===== config.mk =====
export PLATFORM = sky130hd
export DESIGN_NAME = prio_irq_ctrl
export DESIGN_NICKNAME = d
export VERILOG_FILES = /design/src/rtl/pic_pkg.sv /design/src/rtl/pic_input.sv /design/src/rtl/pic_srcreg.sv /design/src/rtl/pic_arb.sv /design/src/rtl/prio_irq_ctrl.sv
export SDC_FILE = /design/constraint.sdc
export NUM_CORES = 1
export LEC_CHECK = 0
export ABC_AREA = 1
export ABC_CLOCK_PERIOD_IN_PS = 33200
export CORE_MARGIN = 2
export CORE_UTILIZATION = 60
export DETAILED_ROUTE_END_ITERATION = 16
export DONT_BUFFER_PORTS = 1
export GPL_ROUTABILITY_DRIVEN = 0
export GPL_TIMING_DRIVEN = 0
export PLACE_DENSITY = 0.74
export RECOVER_POWER = 100
export SYNTH_ARGS = -nofsm -noshare
export SYNTH_HDL_FRONTEND = slang
export SYNTH_SLANG_ARGS = --single-unit

===== constraint.sdc =====
create_clock -name clk -period 33.2 [get_ports clk]
set_input_delay 8.3 -clock clk [delete_from_list [all_inputs] [get_ports clk]]
set_output_delay 8.3 -clock clk [all_outputs]
set_load 0.02 [all_outputs]

===== src/rtl/pic_pkg.sv =====
package pic_pkg;
  localparam int ADDR_W     = 6;
  localparam int PRI_W      = 4;
  localparam int VP_MASK_B  = 31;
  localparam int VP_ACT_B   = 30;
  localparam int VP_POL_B   = 23;
  localparam int VP_SENSE_B = 22;
  localparam int VP_PRI_LSB = 16;
  localparam int GCFG_RST_B = 31;

  localparam logic [ADDR_W-1:0] A_GCFG     = 6'h00;
  localparam logic [ADDR_W-1:0] A_FEAT     = 6'h01;
  localparam logic [ADDR_W-1:0] A_SPUR     = 6'h02;
  localparam logic [ADDR_W-1:0] A_TASK     = 6'h03;
  localparam logic [ADDR_W-1:0] A_ACK      = 6'h04;
  localparam logic [ADDR_W-1:0] A_EOI      = 6'h05;
  localparam logic [ADDR_W-1:0] A_SRC_BASE = 6'h10;

  // feature word: last source index, last processor index (always 0), version
  function automatic logic [31:0] feat_word(int nsrc, logic [7:0] ver);
    return (32'(nsrc - 1) << 16) | {24'b0, ver};
  endfunction

  function automatic logic [PRI_W-1:0] pri_max(logic [PRI_W-1:0] a, logic [PRI_W-1:0] b);
    return (a > b) ? a : b;
  endfunction
endpackage


===== src/rtl/pic_input.sv =====
module pic_input (
  input  logic clk,
  input  logic rst_n,
  input  logic raw_i,
  input  logic sense_lvl_i,
  input  logic pol_hi_i,
  input  logic clr_i,
  output logic pend_o
);
  logic [1:0] sync_q;
  logic       prev_q;
  logic       edge_q;
  logic       s;
  logic       edge_hit;

  assign s        = sync_q[1];
  assign edge_hit = pol_hi_i ? (s & ~prev_q) : (~s & prev_q);
  assign pend_o   = sense_lvl_i ? (s == pol_hi_i) : edge_q;

  always_ff @(posedge clk or negedge rst_n) begin
    if (!rst_n) begin
      sync_q <= '0;
      prev_q <= 1'b0;
      edge_q <= 1'b0;
    end else begin
      sync_q <= {sync_q[0], raw_i};
      prev_q <= s;
      edge_q <= edge_hit | (edge_q & ~clr_i);
    end
  end
endmodule


===== src/rtl/pic_srcreg.sv =====
module pic_srcreg #(
  parameter int VEC_W = 8
) (
  input  logic             clk,
  input  logic             rst_n,
  input  logic             soft_rst_i,
  input  logic             wr_vp_i,
  input  logic             wr_dst_i,
  input  logic [31:0]      wdata_i,
  input  logic             act_set_i,
  input  logic             act_clr_i,
  output logic             mask_o,
  output logic             act_o,
  output logic             pol_o,
  output logic             sense_o,
  output logic [3:0]       pri_o,
  output logic [VEC_W-1:0] vec_o,
  output logic             route_o,
  output logic [31:0]      vp_word_o
);
  import pic_pkg::*;

  logic unused_wbits;
  assign unused_wbits = ^wdata_i;

  always_ff @(posedge clk or negedge rst_n) begin
    if (!rst_n) begin
      mask_o <= 1'b1; act_o <= 1'b0; pol_o <= 1'b0; sense_o <= 1'b0;
      pri_o <= '0; vec_o <= '0; route_o <= 1'b0;
    end else if (soft_rst_i) begin
      mask_o <= 1'b1; act_o <= 1'b0; pol_o <= 1'b0; sense_o <= 1'b0;
      pri_o <= '0; vec_o <= '0; route_o <= 1'b0;
    end else begin
      if (wr_vp_i) begin
        mask_o <= wdata_i[VP_MASK_B];
        if (!act_o) begin
          pol_o   <= wdata_i[VP_POL_B];
          sense_o <= wdata_i[VP_SENSE_B];
          pri_o   <= wdata_i[VP_PRI_LSB +: PRI_W];
          vec_o   <= wdata_i[VEC_W-1:0];
        end
      end
      if (wr_dst_i) route_o <= wdata_i[0];
      if (act_set_i)      act_o <= 1'b1;
      else if (act_clr_i) act_o <= 1'b0;
    end
  end

  always_comb begin
    vp_word_o = '0;
    vp_word_o[VP_MASK_B]  = mask_o;
    vp_word_o[VP_ACT_B]   = act_o;
    vp_word_o[VP_POL_B]   = pol_o;
    vp_word_o[VP_SENSE_B] = sense_o;
    vp_word_o[VP_PRI_LSB +: PRI_W] = pri_o;
    vp_word_o[VEC_W-1:0]  = vec_o;
  end
endmodule


===== src/rtl/pic_arb.sv =====
module pic_arb #(
  parameter int NSRC  = 4,
  parameter int IDX_W = 2
) (
  input  logic [NSRC-1:0]      cand_i,
  input  logic [NSRC-1:0]      act_i,
  input  logic [NSRC-1:0][3:0] pri_i,
  input  logic [3:0]           task_i,
  output logic                 win_valid_o,
  output logic [IDX_W-1:0]     win_idx_o,
  output logic                 done_valid_o,
  output logic [IDX_W-1:0]     done_idx_o
);
  import pic_pkg::*;

  logic [3:0] act_top;
  logic [3:0] thr;
  logic [3:0] best;

  always_comb begin
    act_top      = '0;
    done_valid_o = 1'b0;
    done_idx_o   = '0;
    for (int i = 0; i < NSRC; i++) begin
      if (act_i[i] && (!done_valid_o || pri_i[i] > act_top)) begin
        done_valid_o = 1'b1;
        done_idx_o   = IDX_W'(i);
        act_top      = pri_i[i];
      end
    end
    thr         = pri_max(act_top, task_i);
    win_valid_o = 1'b0;
    win_idx_o   = '0;
    best        = '0;
    for (int i = 0; i < NSRC; i++) begin
      if (cand_i[i] && pri_i[i] > thr && (!win_valid_o || pri_i[i] > best)) begin
        win_valid_o = 1'b1;
        win_idx_o   = IDX_W'(i);
        best        = pri_i[i];
      end
    end
  end
endmodule


===== src/rtl/prio_irq_ctrl.sv =====
module prio_irq_ctrl #(
  parameter int         NSRC    = 4,
  parameter int         VEC_W   = 8,
  parameter logic [7:0] VERSION = 8'h02
) (
  input  logic            clk,
  input  logic            rst_n,
  input  logic [NSRC-1:0] irq_src_i,
  input  logic            bus_sel_i,
  input  logic            bus_wr_i,
  input  logic [5:0]      bus_addr_i,
  input  logic [31:0]     bus_wdata_i,
  output logic [31:0]     bus_rdata_o,
  output logic            irq_o
);
  import pic_pkg::*;

  localparam int IDX_W = (NSRC > 1) ? $clog2(NSRC) : 1;

  logic rd_en, wr_en, ack_fire, eoi_fire;
  logic [5:0] off;
  logic [4:0] src_idx;
  logic src_hit;
  logic rst_bit_q, irq_q;
  logic [VEC_W-1:0] spur_q;
  logic [3:0] task_q;

  logic [NSRC-1:0] mask_vec, act_vec, pol_vec, sense_vec, route_vec, pend_vec, cand_vec;
  logic [NSRC-1:0][3:0] pri_vec;
  logic [NSRC-1:0][VEC_W-1:0] vec_arr;
  logic [NSRC-1:0][31:0] vp_words;

  logic win_valid, done_valid;
  logic [IDX_W-1:0] win_idx, done_idx;
  logic [VEC_W-1:0] win_vec;

  assign rd_en    = bus_sel_i & ~bus_wr_i;
  assign wr_en    = bus_sel_i & bus_wr_i;
  assign ack_fire = rd_en && (bus_addr_i == A_ACK);
  assign eoi_fire = wr_en && (bus_addr_i == A_EOI);
  assign off      = bus_addr_i - A_SRC_BASE;
  assign src_idx  = off[5:1];
  assign src_hit  = (bus_addr_i >= A_SRC_BASE) && ({26'b0, off} < 32'(2 * NSRC));

  for (genvar i = 0; i < NSRC; i++) begin : g_src
    logic wr_vp, wr_dst, act_set, act_clr;
    assign wr_vp   = wr_en && src_hit && (src_idx == 5'(i)) && !bus_addr_i[0];
    assign wr_dst  = wr_en && src_hit && (src_idx == 5'(i)) &&  bus_addr_i[0];
    assign act_set = ack_fire && win_valid && (win_idx == IDX_W'(i));
    assign act_clr = eoi_fire && done_valid && (done_idx == IDX_W'(i));

    pic_srcreg #(.VEC_W(VEC_W)) reg_i (
      .clk(clk), .rst_n(rst_n), .soft_rst_i(rst_bit_q),
      .wr_vp_i(wr_vp), .wr_dst_i(wr_dst), .wdata_i(bus_wdata_i),
      .act_set_i(act_set), .act_clr_i(act_clr),
      .mask_o(mask_vec[i]), .act_o(act_vec[i]), .pol_o(pol_vec[i]),
      .sense_o(sense_vec[i]), .pri_o(pri_vec[i]), .vec_o(vec_arr[i]),
      .route_o(route_vec[i]), .vp_word_o(vp_words[i])
    );

    pic_input in_i (
      .clk(clk), .rst_n(rst_n), .raw_i(irq_src_i[i]),
      .sense_lvl_i(sense_vec[i]), .pol_hi_i(pol_vec[i]),
      .clr_i(act_set | rst_bit_q), .pend_o(pend_vec[i])
    );

    assign cand_vec[i] = pend_vec[i] & ~mask_vec[i] & route_vec[i] & ~act_vec[i];
  end

  pic_arb #(.NSRC(NSRC), .IDX_W(IDX_W)) arb_i (
    .cand_i(cand_vec), .act_i(act_vec), .pri_i(pri_vec), .task_i(task_q),
    .win_valid_o(win_valid), .win_idx_o(win_idx),
    .done_valid_o(done_valid), .done_idx_o(done_idx)
  );

  always_comb begin
    win_vec = '0;
    for (int i = 0; i < NSRC; i++)
      if (win_idx == IDX_W'(i)) win_vec = vec_arr[i];
  end

  always_ff @(posedge clk or negedge rst_n) begin
    if (!rst_n) begin
      rst_bit_q <= 1'b0;
      spur_q    <= '1;
      task_q    <= 4'hF;
      irq_q     <= 1'b0;
    end else begin
      if (rst_bit_q) rst_bit_q <= 1'b0;
      else if (wr_en && bus_addr_i == A_GCFG) rst_bit_q <= bus_wdata_i[GCFG_RST_B];
      if (wr_en && bus_addr_i == A_SPUR) spur_q <= bus_wdata_i[VEC_W-1:0];
      if (wr_en && bus_addr_i == A_TASK) task_q <= bus_wdata_i[3:0];
      irq_q <= win_valid && !ack_fire && !rst_bit_q;
    end
  end

  assign irq_o = irq_q;

  always_comb begin
    bus_rdata_o = '0;
    if (src_hit) begin
      for (int i = 0; i < NSRC; i++)
        if (src_idx == 5'(i))
          bus_rdata_o = bus_addr_i[0] ? {31'b0, route_vec[i]} : vp_words[i];
    end else begin
      case (bus_addr_i)
        A_GCFG: bus_rdata_o[GCFG_RST_B] = rst_bit_q;
        A_FEAT: bus_rdata_o = feat_word(NSRC, VERSION);
        A_SPUR: bus_rdata_o[VEC_W-1:0] = spur_q;
        A_TASK: bus_rdata_o[3:0] = task_q;
        A_ACK:  bus_rdata_o[VEC_W-1:0] = win_valid ? win_vec : spur_q;
        default: bus_rdata_o = '0;
      endcase
    end
  end
endmodule


### Yosys cells after proc, flatten, opt, wreduce, memory -nomap -nowiden

Index checks and enable logic that the tools add are counted.

* register bits after elaboration: 98
* latch bits: 0
* memory bits (writable): 0
* bits in read-only memories: 0
* word-level logic and storage cells: 337
* memories kept: 0

* $add $sub $neg: 1
* $mul: 0
* div/mod/pow operators: 0
* $lt $le $gt $ge: 13
* eq/ne operators: 22
* shift operators: 0
* mux-type cells: 126
* bitwise logic cells: 55
* reductions and logical operators: 76

Operator list (number)
* 32-bit 2-to-1 mux: 9
* 8-bit 2-to-1 mux: 17
* 4-bit 2-to-1 mux: 20
* 1-bit 2-to-1 mux: 73
* 4-bit > comparator: 11
* 1-bit logical AND: 41
* 1-bit bitwise AND: 26
* 1-bit inverter: 21
* 4-bit case mux with 4 select lines: 1
* 2-bit nonzero test: 8
* 6-bit by 2-bit equality test with 1-bit output (second input constant): 2
* 6-bit by 3-bit equality test with 1-bit output (second input constant): 2
* 3-bit nonzero test: 4
* 5-bit by 2-bit equality test with 1-bit output (second input constant): 2
* 10-bit 2-to-1 mux: 1
* 1-bit zero test: 9
* 2-bit equality test (second input constant): 4
* 2-bit 2-to-1 mux: 4
* 2-bit != test (second input constant): 4
* 1-bit bitwise OR: 8
* 4-bit case mux with 2 select lines: 1
* 2-bit AND reduction: 4
* 6-bit by 1-bit equality test with 1-bit output (second input constant): 1
* 6-bit by 5-bit greater-or-equal comparator with 1-bit output (second input constant): 1
* other kinds (9): 19

### Depth between registers and ports, before layout

* depth in word-level cells: 38
* gate-level depth with buffers: 88

### Hierarchy

From an unflattened synthesis, not the netlist that was laid out.

* cell total of the unflattened synthesis: 1306
* area total of the unflattened synthesis: 9042.4 sq um

By module, submodules not included
* pic_srcreg: times used 4, cells each 112, area an instance 1006.0 sq um, sequential area each 426.7 sq um
* prio_irq_ctrl: times used 1, cells each 511, area an instance 2675.1 sq um, sequential area each 365.4 sq um
* pic_arb: times used 1, cells each 271, area an instance 1707.9 sq um, sequential area each 0.0 sq um
* pic_input: times used 4, cells each 19, area an instance 158.9 sq um, sequential area each 100.1 sq um

### Worst setup path before layout

Ideal clock, no wire load.

* kind: input-to-output
* from: in bus_addr_i[4]
* to: out bus_rdata_o[30]
* arrival time: 9.983 ns
* setup slack: 14.917 ns
* stages on the path: 9
* buffers on the path: 1
* cell sequence: inv_1 ha_1 nand2_1 nor2_1 inv_1 clkbuf_1 o21ai_0 a221oi_1 a211oi_1

* word-level cells in the longest chain between the ends: 7
* elaborated cells on any way between the ends: 13
* classes of those cells: 1 x add/sub; 2 x order compare; 3 x eq/ne; 5 x mux; 2 x reduce/logical

RTL lines
* start: declaration: line prio_irq_ctrl.sv:11 `input logic [5:0] bus_addr_i,`
* 6-bit by 5-bit subtractor with 6-bit output: line prio_irq_ctrl.sv:41 `assign off = bus_addr_i - A_SRC_BASE;`
* 5-bit zero test: line prio_irq_ctrl.sv:103 `if (src_idx == 5'(i))`
* 32-bit 2-to-1 mux (4 in series): line prio_irq_ctrl.sv:103
* 32-bit 2-to-1 mux *: line prio_irq_ctrl.sv:101 `if (src_hit) begin`
* end: declaration: line prio_irq_ctrl.sv:13 `output logic [31:0] bus_rdata_o,`

Every way passes the cells marked *; elsewhere a longest branch is shown, timed or not.

### Worst setup path after layout

* from: reg g_src[0].reg_i.act_o
* to: out bus_rdata_o[2]

* word-level cells in the longest chain between the ends: 38
* elaborated cells on any way between the ends: 64
* classes of those cells: 11 x order compare; 3 x eq/ne; 25 x mux; 2 x bitwise; 23 x reduce/logical

RTL lines
* start: declaration: line pic_srcreg.sv:13 `output logic act_o,`
* start signal: assignment: line pic_srcreg.sv:28 `mask_o <= 1'b1; act_o <= 1'b0; pol_o <= 1'b0; sense_o <= 1'b0;`
* start signal: assignment: line pic_srcreg.sv:31 `mask_o <= 1'b1; act_o <= 1'b0; pol_o <= 1'b0; sense_o <= 1'b0;`
* start signal: assignment: line pic_srcreg.sv:44 `if (act_set_i) act_o <= 1'b1;`
* 4-bit 2-to-1 mux / 1-bit 2-to-1 mux (equally long branches): line pic_arb.sv:25 `if (act_i[i] && (!done_valid_o || pri_i[i] > act_top)) begin`
* 4-bit > comparator / 1-bit zero test (equally long branches): line pic_arb.sv:25
* 1-bit logical OR: line pic_arb.sv:25
* 1-bit logical AND: line pic_arb.sv:25
* 4-bit 2-to-1 mux / 1-bit 2-to-1 mux (equally long branches): line pic_arb.sv:25
* 4-bit > comparator / 1-bit zero test (equally long branches): line pic_arb.sv:25
* 1-bit logical OR: line pic_arb.sv:25
* 1-bit logical AND: line pic_arb.sv:25
* [19 not listed]
* 1-bit logical OR: line pic_arb.sv:36 `if (cand_i[i] && pri_i[i] > thr && (!win_valid_o || pri_i[i] > best)) begin`
* 1-bit logical AND: line pic_arb.sv:36
* 2-bit 2-to-1 mux: line pic_arb.sv:36
* 2-bit zero test: line prio_irq_ctrl.sv:79 `if (win_idx == IDX_W'(i)) win_vec = vec_arr[i];`
* 8-bit 2-to-1 mux (4 in series): line prio_irq_ctrl.sv:79
* 8-bit 2-to-1 mux *: line prio_irq_ctrl.sv:111 `A_ACK: bus_rdata_o[VEC_W-1:0] = win_valid ? win_vec : spur_q;`
* 4-bit case mux with 4 select lines *: line prio_irq_ctrl.sv:106 `case (bus_addr_i)`
* 32-bit 2-to-1 mux *: line prio_irq_ctrl.sv:101

Marks and branches as above.

==> flow_metrics.py <==
metrics = {
    "timing": {
        "post-route-min-period_ns": 22.97,
        "tns_ns": 0,
        "timing.final.crit_share": 0.692,
        "setup_viol": 0,
        "slew_headroom": 0.0752,
        "finalClockSkew_ns": 0.00720,
        "max_freq_mhz": 43.5,
        "slew_violations": 0,
        "rsz0062_at_grt": "false",
        "setup_ws_ns": 10.23,
        "finalHoldViolCount": 0,
        "tightest_slew_ns": 1.37,
    },
    "setup_path": {
        "start_kind": "flip-flop",
        "criticalPathCategory": "flip-flop to output port",
        "critPathMaxFanout": 10,
        "cp_data_required_time_ns": 24.90,
        "critPathMaxStageDelay_ns": 0.70,
        "cp_slowest_cell": "o21ai_0",
        "cpMostUsedCell": "nand2_1",
        "cp-end-kind": "output port",
        "crit_arrival_ns": 14.67,
    },
    "clock_network": {
        "hold_buffers": 0,
        "cts_buffer_depth": 2,
        "clkTransAtPathRegs_ns": 0.07,
        "htreeDepth": 3,
        "clkLatencyLatePin_ns": 0.36,
        "cts_tree": "built",
        "cts-resized-gates": 0,
        "cts-root-buf": "clkbuf_16",
        "postCtsSetupRepairBufs": 0,
        "cts_sinks": 98,
        "cts-buffers-inserted": 9,
    },
    "logic_synthesis": {
        "synth_area_leader_cell": "dfrtp_1",
        "postSynthCellCount": 930,
        "synthSimpleGateAreaFrac": 0.269,
        "netlist_area_um2": 6830,
        "syn_area_per_cell_um2": 7.35,
        "yosys-top-cells-count": "234 x nand2_1, 125 x inv_1, 120 x o21ai_0, 82 x dfrtp_1, 56 x nor2_1",
        "synth_warnings": 0,
        "yosysMostFrequentCell": "nand2_1",
        "synth_compound_area_frac": 0.178,
        "synth_flop_cell": "dfrtp_1",
        "synth_edf_count": 0,
        "ys_seq_area_frac": 0.362,
        "yosysUniqueCellTypes": 51,
        "synthMuxAreaShare": 0,
        "async_flop_share": 1.00,
        "ys_top_cells_by_area": "dfrtp_1 30%, nand2_1 13%, o21ai_0 8.8%",
        "synth_top_family_by_area": "simple AND/OR/NAND/NOR gates",
        "synth_fa_ha_area_frac": 0.0769,
        "synth_seq_cells": 98,
        "synth_xor_xnor_area_share": 0,
        "synth_top_area_frac": 0.300,
    },
    "pwr": {
        "total_leakage_power_uw": 0.00356,
        "p_per_area_nw_per_um2": 49.4,
        "peakVddDrop_mv": 0.0426,
    },
    "grt": {
        "overflow": 0,
        "antenna_found_initial": 0,
        "grt_pass1_vias": 6535,
        "grt.total_usage": 0.348,
        "grt_pass1_wl_mm": 33.4,
        "grt_start_max_net_pins": 99,
    },
    "floorplan": {
        "pin_count": 79,
        "core_um2": 11000,
        "num_rows": 38,
        "die_height_um": 111,
        "die_w_um": 111,
        "fp.dieArea_um2": 12300,
        "start_util": 0.622,
    },
    "detailed_routing": {
        "drc_errors": 0,
        "firstDrtPassIters": 8,
        "postRouteAntennaNets": 0,
        "routed_wl_mm": 20.8,
        "vias_per_cell": 6.06,
        "drt_iter0_drc": 803,
        "avgRoutedWirePerCell_um": 18.9,
        "vias": 6673,
    },
    "layout": {
        "nNetsFinal": 1044,
        "antenna_cells": 0,
        "syn2layout_area_growth_pct": 6.17,
        "fill_cells": 982,
        "drive_gt1_frac": 0.0947,
    },
    "outcome": {
        "status": "completed",
    },
    "place": {
        "dp_slack_ns": 13.33,
        "io_buffer_count": 0,
        "hpwlAfterDp_mm": 15.8,
    },
    "min_path": {
        "hold_class": "flip-flop to flip-flop",
    },
    "flow_run": {
        "maxCapViolCount": 0,
    },
}
==> report_power, final <==
group	internal [uW]	switching, uW
logic	40.8	80.8
registers	129	7.70
clock network	51.7	48.5
==> cells in the final DEF (no fill, tap or decap), types with 2 or more instances in the layout <==
master / n
o21bai_2: 2
nand2_4: 3
ha_1: 42
clkinv_4: 2
inv_1: 126
a21oi_1: 31
o2111ai_1: 2
clkbuf_1: 25
nand2_1: 243
a31oi_1: 5
o21bai_1: 4
o21ai_0: 122
nand2_2: 8
o21ai_1: 5
conb_1: 16
dfstp_2: 16
or2_2: 2
nand4_1: 7
nand3_1: 50
dfrtp_1: 82
nor2_4: 6
o22ai_1: 4
inv_6: 3
nor2_1: 57
a221oi_1: 2
o221ai_1: 11
inv_2: 9
nand3b_1: 7
nand3_2: 5
a22o_1: 2
o211ai_1: 9
a21oi_4: 2
clkbuf_16: 9
buf_4: 16
nor3_1: 7
==> per-stage QoR <==
step                      std cells  power [uW]  hold slack [ns]  utilization  instance area [um2]
after global placement         1085         258            0.334        0.643                 7060
final                          1101         358            0.349        0.661                 7250
after global routing           1101         380            0.365        0.661                 7250
after floorplan                 945         234            0.331            -                 6890
after detailed placement       1085         263            0.335        0.643                 7060
after CTS                      1101         362            0.350        0.668                 7340
==> sequential cells by signal, indices dropped and copies added (netlist names) <==
name and flops:
g_src.reg_i.pol_o 4, g_src.reg_i.route_o 4, g_src.in_i.sync_q 8, g_src.reg_i.pri_o 16, g_src.reg_i.vec_o 32, g_src.reg_i.act_o 4
g_src.in_i.prev_q 4, task_q 4, spur_q 8, g_src.in_i.edge_q 4, irq_o 1, g_src.reg_i.mask_o 4
g_src.reg_i.sense_o 4, rst_bit_q 1
==> path summary, 6_finish.rpt <==
| kind | from | to | slack (ns) | cells past startpoint |
|---|---|---|---|---|
| max | g_src[0].reg_i.act_o | bus_rdata_o[2] | 10.23 | 76 |
| min | g_src[0].in_i.sync_q[0] | g_src[0].in_i.sync_q[1] | 0.35 | 0 |
| max reg2reg | g_src[0].reg_i.act_o | g_src[0].in_i.edge_q | 18.97 | 74 |
| min reg2reg | g_src[0].in_i.sync_q[0] | g_src[0].in_i.sync_q[1] | 0.35 | 0 |
| max in group asynchronous | rst_n | task_q[1] | 25.30 | 0 |
| min in group asynchronous | rst_n | g_src[0].in_i.sync_q[1] | 7.63 | 0 |
==> area by class of cell <==
class / instances / area [um2] / area share
Multi-Input combinational cell: 667 / 3580 / 0.494
Buffer: 43 / 230 / 0.0317
Inverter: 137 / 519 / 0.0716
Sequential cell: 98 / 2470 / 0.341
Tap cell: 140 / 175 / 0.0241
Clock inverter: 6 / 47.5 / 0.00655
Clock buffer: 10 / 229 / 0.0316
==> metal layers <==
layer	wire [um]	track usage	up-vias
met3	2400	0.101	68
met5	0	0	-
met4	712	0.150	0
li1	-	-	3076
met1	8430	0.460	3118
met2	9270	0.537	411
==> worst max-delay path: cells and delay by family (launching register included) <==
family / cells / cell delay [ns]
AND/OR/NAND/NOR: 37 / 4.74
buffers and inverters: 13 / 2.68
flip-flops: 1 / 0.32
AO/OA/AOI/OAI: 18 / 3.96
adder cells (fa/ha/maj): 8 / 2.63
==> logic make-up after synthesis <==
| kind of cell | after synthesis |
|---|---|
| buffers and inverters | 180 |
| AO/OA/AOI/OAI | 208 |
| other | 1 |
| flip-flops | 98 |
| adder cells (fa/ha/maj) | 42 |
| AND/OR/NAND/NOR | 401 |
No activity file was read; power rests on OpenSTA's default activity.
